File: src/rtl/rs_pkg.sv
package rs_pkg;
  typedef enum logic [2:0] {
    RULE_BUF  = 3'd0,
    RULE_HEAD = 3'd1,
    RULE_PAIR = 3'd2,
    RULE_PAD  = 3'd3,
    RULE_IDLE = 3'd4
  } rule_e;
endpackage

File: src/rtl/rs_rule_arb.sv
module rs_rule_arb
  import rs_pkg::*;
#(
  parameter int TAG_W = 3,
  parameter int CNT_W = 4
) (
  input  logic [CNT_W-1:0] fifo_cnt_i,
  input  logic [TAG_W-1:0] i1_tag_i,
  input  logic [TAG_W-1:0] i2_tag_i,
  input  logic             p_valid_i,
  input  logic [TAG_W-1:0] p_tag_i,
  input  logic             buf_hit_i,
  output rule_e            rule_o
);
  logic has_one, has_two;

  assign has_one = (fifo_cnt_i != '0);
  assign has_two = (fifo_cnt_i > CNT_W'(1));

  always_comb begin
    if (p_valid_i && buf_hit_i)                        rule_o = RULE_BUF;
    else if (p_valid_i && has_one && i1_tag_i == p_tag_i) rule_o = RULE_HEAD;
    else if (has_two && i1_tag_i == i2_tag_i)          rule_o = RULE_PAIR;
    else if (has_two)                                  rule_o = RULE_PAD;
    else                                               rule_o = RULE_IDLE;
  end
endmodule

File: src/rtl/rs_operand_mux.sv
module rs_operand_mux
  import rs_pkg::*;
#(
  parameter int              DATA_W = 16,
  parameter int              TAG_W  = 3,
  parameter logic [DATA_W-1:0] IDENT = '0
) (
  input  rule_e             rule_i,
  input  logic [TAG_W-1:0]  i1_tag_i,
  input  logic [DATA_W-1:0] i1_data_i,
  input  logic [DATA_W-1:0] i2_data_i,
  input  logic              p_valid_i,
  input  logic [TAG_W-1:0]  p_tag_i,
  input  logic [DATA_W-1:0] p_data_i,
  input  logic [DATA_W-1:0] buf_data_i,
  output logic              nxt_valid_o,
  output logic [TAG_W-1:0]  nxt_tag_o,
  output logic [DATA_W-1:0] nxt_a_o,
  output logic [DATA_W-1:0] nxt_b_o,
  output logic [1:0]        pop_o,
  output logic              take_o,
  output logic              wr_o
);
  always_comb begin
    nxt_valid_o = 1'b1;
    nxt_tag_o   = '0;
    nxt_a_o     = '0;
    nxt_b_o     = '0;
    pop_o       = 2'd0;
    take_o      = 1'b0;
    wr_o        = p_valid_i;
    unique case (rule_i)
      RULE_BUF: begin
        nxt_tag_o = p_tag_i;
        nxt_a_o   = p_data_i;
        nxt_b_o   = buf_data_i;
        take_o    = 1'b1;
        wr_o      = 1'b0;
      end
      RULE_HEAD: begin
        nxt_tag_o = p_tag_i;
        nxt_a_o   = p_data_i;
        nxt_b_o   = i1_data_i;
        pop_o     = 2'd1;
        wr_o      = 1'b0;
      end
      RULE_PAIR: begin
        nxt_tag_o = i1_tag_i;
        nxt_a_o   = i1_data_i;
        nxt_b_o   = i2_data_i;
        pop_o     = 2'd2;
      end
      RULE_PAD: begin
        nxt_tag_o = i1_tag_i;
        nxt_a_o   = i1_data_i;
        nxt_b_o   = IDENT;
        pop_o     = 2'd1;
      end
      default: nxt_valid_o = 1'b0;
    endcase
  end
endmodule

File: src/rtl/rs_issue_reg.sv
module rs_issue_reg #(
  parameter int DATA_W = 16,
  parameter int TAG_W  = 3
) (
  input  logic              clk_i,
  input  logic              rst_ni,
  input  logic              valid_i,
  input  logic [TAG_W-1:0]  tag_i,
  input  logic [DATA_W-1:0] a_i,
  input  logic [DATA_W-1:0] b_i,
  output logic              valid_o,
  output logic [TAG_W-1:0]  tag_o,
  output logic [DATA_W-1:0] a_o,
  output logic [DATA_W-1:0] b_o
);
  always_ff @(posedge clk_i or negedge rst_ni) begin
    if (!rst_ni) begin
      valid_o <= 1'b0;
      tag_o   <= '0;
      a_o     <= '0;
      b_o     <= '0;
    end else begin
      valid_o <= valid_i;
      tag_o   <= tag_i;
      a_o     <= a_i;
      b_o     <= b_i;
    end
  end
endmodule

File: src/rtl/reduce_sched.sv
module reduce_sched
  import rs_pkg::*;
#(
  parameter int                DATA_W = 16,
  parameter int                TAG_W  = 3,
  parameter int                CNT_W  = 4,
  parameter logic [DATA_W-1:0] IDENT  = '0
) (
  input  logic              clk_i,
  input  logic              rst_ni,
  input  logic [CNT_W-1:0]  fifo_cnt_i,
  input  logic [TAG_W-1:0]  i1_tag_i,
  input  logic [DATA_W-1:0] i1_data_i,
  input  logic [TAG_W-1:0]  i2_tag_i,
  input  logic [DATA_W-1:0] i2_data_i,
  input  logic              p_valid_i,
  input  logic [TAG_W-1:0]  p_tag_i,
  input  logic [DATA_W-1:0] p_data_i,
  input  logic              buf_hit_i,
  input  logic [DATA_W-1:0] buf_data_i,
  output logic              iss_valid_o,
  output logic [TAG_W-1:0]  iss_tag_o,
  output logic [DATA_W-1:0] iss_a_o,
  output logic [DATA_W-1:0] iss_b_o,
  output logic [1:0]        pop_o,
  output logic              buf_take_o,
  output logic              buf_wr_o,
  output logic [TAG_W-1:0]  buf_wr_tag_o,
  output logic [DATA_W-1:0] buf_wr_data_o
);
  rule_e             rule;
  logic              nxt_valid;
  logic [TAG_W-1:0]  nxt_tag;
  logic [DATA_W-1:0] nxt_a, nxt_b;

  rs_rule_arb #(.TAG_W(TAG_W), .CNT_W(CNT_W)) u_arb (
    .fifo_cnt_i (fifo_cnt_i),
    .i1_tag_i   (i1_tag_i),
    .i2_tag_i   (i2_tag_i),
    .p_valid_i  (p_valid_i),
    .p_tag_i    (p_tag_i),
    .buf_hit_i  (buf_hit_i),
    .rule_o     (rule)
  );

  rs_operand_mux #(.DATA_W(DATA_W), .TAG_W(TAG_W), .IDENT(IDENT)) u_mux (
    .rule_i      (rule),
    .i1_tag_i    (i1_tag_i),
    .i1_data_i   (i1_data_i),
    .i2_data_i   (i2_data_i),
    .p_valid_i   (p_valid_i),
    .p_tag_i     (p_tag_i),
    .p_data_i    (p_data_i),
    .buf_data_i  (buf_data_i),
    .nxt_valid_o (nxt_valid),
    .nxt_tag_o   (nxt_tag),
    .nxt_a_o     (nxt_a),
    .nxt_b_o     (nxt_b),
    .pop_o       (pop_o),
    .take_o      (buf_take_o),
    .wr_o        (buf_wr_o)
  );

  // issue register doubles as adder stage 1
  rs_issue_reg #(.DATA_W(DATA_W), .TAG_W(TAG_W)) u_reg (
    .clk_i   (clk_i),
    .rst_ni  (rst_ni),
    .valid_i (nxt_valid),
    .tag_i   (nxt_tag),
    .a_i     (nxt_a),
    .b_i     (nxt_b),
    .valid_o (iss_valid_o),
    .tag_o   (iss_tag_o),
    .a_o     (iss_a_o),
    .b_o     (iss_b_o)
  );

  assign buf_wr_tag_o  = p_tag_i;
  assign buf_wr_data_o = p_data_i;
endmodule

File: config.mk
export PLATFORM = sky130hd
export DESIGN_NAME = reduce_sched
export DESIGN_NICKNAME = d
export VERILOG_FILES = /design/src/rtl/rs_pkg.sv /design/src/rtl/rs_rule_arb.sv /design/src/rtl/rs_operand_mux.sv /design/src/rtl/rs_issue_reg.sv /design/src/rtl/reduce_sched.sv
export SDC_FILE = /design/constraint.sdc
export NUM_CORES = 1
export LEC_CHECK = 0
export ABC_CLOCK_PERIOD_IN_PS = 1900
export BUFFER_PORTS_ARGS = -buffer_cell sky130_fd_sc_hd__buf_4
export CAP_MARGIN = 20
export CORE_AREA = 2 2 80 82
export CTS_CLUSTER_SIZE = 14
export DETAILED_ROUTE_END_ITERATION = 10
export DIE_AREA = 0 0 82 84
export PLACE_DENSITY = 0.65
export REMOVE_ABC_BUFFERS = 1
export SYNTH_ARGS = -nofsm -noshare
export SYNTH_HDL_FRONTEND = slang
export SYNTH_SLANG_ARGS = --single-unit
File: constraint.sdc
create_clock -name clk_i -period 1.9 [get_ports clk_i]
set_clock_uncertainty 0.15 [all_clocks]
set_input_delay 0.19 -clock clk_i [delete_from_list [all_inputs] [get_ports clk_i]]
set_output_delay 0.19 -clock clk_i [all_outputs]
set_load 0.1 [all_outputs]
==> out/metrics.csv <==
stage,metric,value,unit
detailed_routing,1st-iter DRT viols,69,
setup_path,Setup CP Type,input pin to output port,
die,initial core utilization,28.8,%
sta,fmax,556,MHz
setup_path,crit path cell chain,"buf_4, xor2_2, nor4_2, and3_1, a21o_2, buf_6",
global_routing,initial antenna violation count,0,
sta,Rel. slew slack,36.6,%
global_routing,vias in the first global route,2034,
layout,# diodes,0,
sta,final worst slack,101,ps
clock_network,Clock Pin Slew Worst Setup and Hold Paths,70,ps
placed_design,Placed Area,2760,sq um
sta,hold slack,8.13,ps
power,static leakage,1.74,nW
clock_network,CTS tree,yes,
clock_network,clock sink total,36,
synthesis,Cell variety after synth,27,
global_routing,gr ovfl total,0,
detailed_routing,DR WL/cell,16.0,microns
synthesis,Syn Area/Cell,12.8,sq um
clock_network,Max H-tree Level,2,
die,core area,6100,sq um
setup_path,Setup crit end kind,output port,
sta,"Hold Vio Cnt, Final",0,
die,IO Pins,140,
detailed_routing,via count,1808,
setup_path,WP data required,1560,ps
sta,Worst Tran Pin Value,951,ps
run_status,status,"finished, final reports clean",
setup_path,"Max FO, Critical Path",3,
clock_network,Root Buffer,clkbuf_8,
die,chip width,82,microns
power,Tot Pwr,3.09,mW
sta,RSZ-0062 raised after global routing,no,
sta,crit share post-route,94.7,%
setup_path,Crit path arrival time,1460,ps
layout,Area Overhead vs Synth,93.7,%
detailed_routing,number of routed nets with antenna violations,0,
sta,endpoints failing setup,0,
layout,fin cells,389,
placed_design,routability cong.,0.745,
power,Max VDD drop,0.397,mV
synthesis,Synth Register Bits,36,
synthesis,"Seq/Total Area, Yosys",51.4,%
detailed_routing,Residual DRC,0,
synthesis,Gate Count Post-Synth,137,
clock_network,Num CTS Buffers,5,
placed_design,Place WS,-36.1,ps
sta,Final Max Tran Viols,0,
setup_path,Slowest cell on crit path,nor4_2,
placed_design,placed cell count,334,
die,Cell Rows,29,
setup_path,type of origin of the critical path,input pin,
placed_design,DPL Wire Length,4350,microns
detailed_routing,drt first pass iters,4,
detailed_routing,vias per cell,4.65,
setup_path,largest stage delay on the critical path,340,ps
clock_network,Post CTS Setup Buffer Count,0,
die,die height,84,microns
detailed_routing,final wirelength,6240,microns
synthesis,post-synthesis cell area,1750,sq um
synthesis,yosys warns,0,
die,die area,6890,sq um
clock_network,deepest clock path buffer count,2,
run,number of max-cap violations,0,
global_routing,first-pass GRT wire length,9690,microns
placed_design,Buffers on Ports,139,
layout,share of layout cells above drive strength 1,55.8,%
power,Power Dens Cells,909,nW/um^2
global_routing,GRT Overall Usage,18.7,%
layout,nets@finish,392,
layout,post-route cell area,3400,sq um
global_routing,largest net degree at the start of global routing,37,
worst_hold_path,Hold Crit Class,input pin to flip-flop,
layout,Fillers,526,
sta,post-layout min period,1800,ps
cells in the mapped netlist, drive strengths merged:
library cell | number | area [sq um]
and3 | 17 | 106
a21oi | 1 | 8.76
o31ai | 1 | 21.3
dfrtp | 36 | 901
a211oi | 1 | 20.0
nor4 | 2 | 18.8
a21o | 1 | 8.76
and2 | 1 | 6.26
nand2b | 1 | 6.26
clkbuf | 5 | 18.8
a22o | 19 | 168
xnor2 | 3 | 26.3
nand3 | 1 | 5.00
buf | 24 | 193
o21a | 1 | 7.51
nor3 | 1 | 5.00
xor2 | 3 | 48.8
nor3b | 1 | 7.51
a221o | 16 | 169
inv | 1 | 3.75
nor2 | 1 | 3.75
what timing repair did:
action | 4_1_cts | 5_1_grt
hold buffers | 46 | 1
hold endpoints to repair | 66 | 1
setup endpoints to repair | 0 | 2
gates resized for setup | 0 | 2
routing by layer:
| metal | GRT usage, % | vias to the layer above | wire length, microns |
|---|---|---|---|
| met2 | 33.4 | 96 | 3270 |
| met5 | 0 | - | 0 |
| met4 | 5.15 | 0 | 55 |
| met1 | 19.8 | 864 | 2330 |
| met3 | 7.68 | 4 | 592 |
| li1 | - | 844 | - |
flip-flops by register name (all words and copies together) (netlist names):
| register | count |
|---|---|
| u_reg.tag_o | 3 |
| u_reg.a_o | 16 |
| u_reg.valid_o | 1 |
| u_reg.b_o | 16 |
where the power goes:
part / internal (mW) / total [mW] / switching (mW)
Clock: 0.657 / 0.932 / 0.276
Sequential: 0.832 / 0.851 / 0.0187
Combinational: 0.384 / 1.30 / 0.921
Total: 1.87 / 3.09 / 1.22
area by class of cell:
type	count	area [sq um]	area share (%)
flip-flops and latches	36	901	26.5
repair buffers	196	1590	46.9
clock buffers	5	68.8	2.03
well taps	77	96.3	2.84
multi-input cells	71	643	18.9
clock inverters	3	90.1	2.65
inverters	1	3.75	0.111
cells in the final DEF, fill, tap and decap left out:
master	count
xor2_2	3
nor2_1	1
dfrtp_1	36
buf_6	1
xnor2_1	3
buf_4	148
nor3b_1	1
dlygate4sd3_1	47
a21o_2	1
a22o_2	1
o21a_1	1
a221o_1	9
nand2b_1	1
a211oi_4	1
nor3_1	1
inv_1	1
bufinv_16	3
nand3_1	1
a21oi_2	1
a221o_2	7
and3_1	17
and2_1	1
o31ai_4	1
a22o_1	18
clkbuf_8	5
nor4_2	2
final timing paths:
path                       cells after the start          from                      end  slack [ps]
min                                            2  i1_data_i[0]   u_reg.a_o[0]$_DFF_PN0_           8
max                                            6    p_tag_i[2]                 pop_o[0]         100
max in group asynchronous                      2        rst_ni   u_reg.a_o[4]$_DFF_PN0_        1020
min in group asynchronous                      2        rst_ni  u_reg.a_o[11]$_DFF_PN0_         250
logic make-up (layout without fill, tap and decap cells):
logic type | Yosys count | in the layout | synth area share, %
AO/OA/AOI/OAI | 40 | 40 | 23.0
flip-flops | 36 | 36 | 51.4
buffers and inverters | 30 | 205 | 12.3
AND/OR/NAND/NOR | 25 | 25 | 9.06
XOR/XNOR | 6 | 6 | 4.28
through the flow:
| stage | utilization [%] | TNS, ps |
|---|---|---|
| 4_1_cts | 55.4 | 0 |
| 3_5_place_dp | 45.2 | -483 |
| 6_report | 55.7 | 0 |
| 5_1_grt | 55.7 | 0 |
| 2_1_floorplan | - | -6740 |
| 3_3_place_gp | 45.2 | -4.79 |
worst max-delay path, delay by kind of cell:
family          cells  cell delay [ps]
simple gates        2              600
xor+xnor            1              190
buf+inv             2              350
compound gates      1              120
Power figures use the tool's default switching activity.
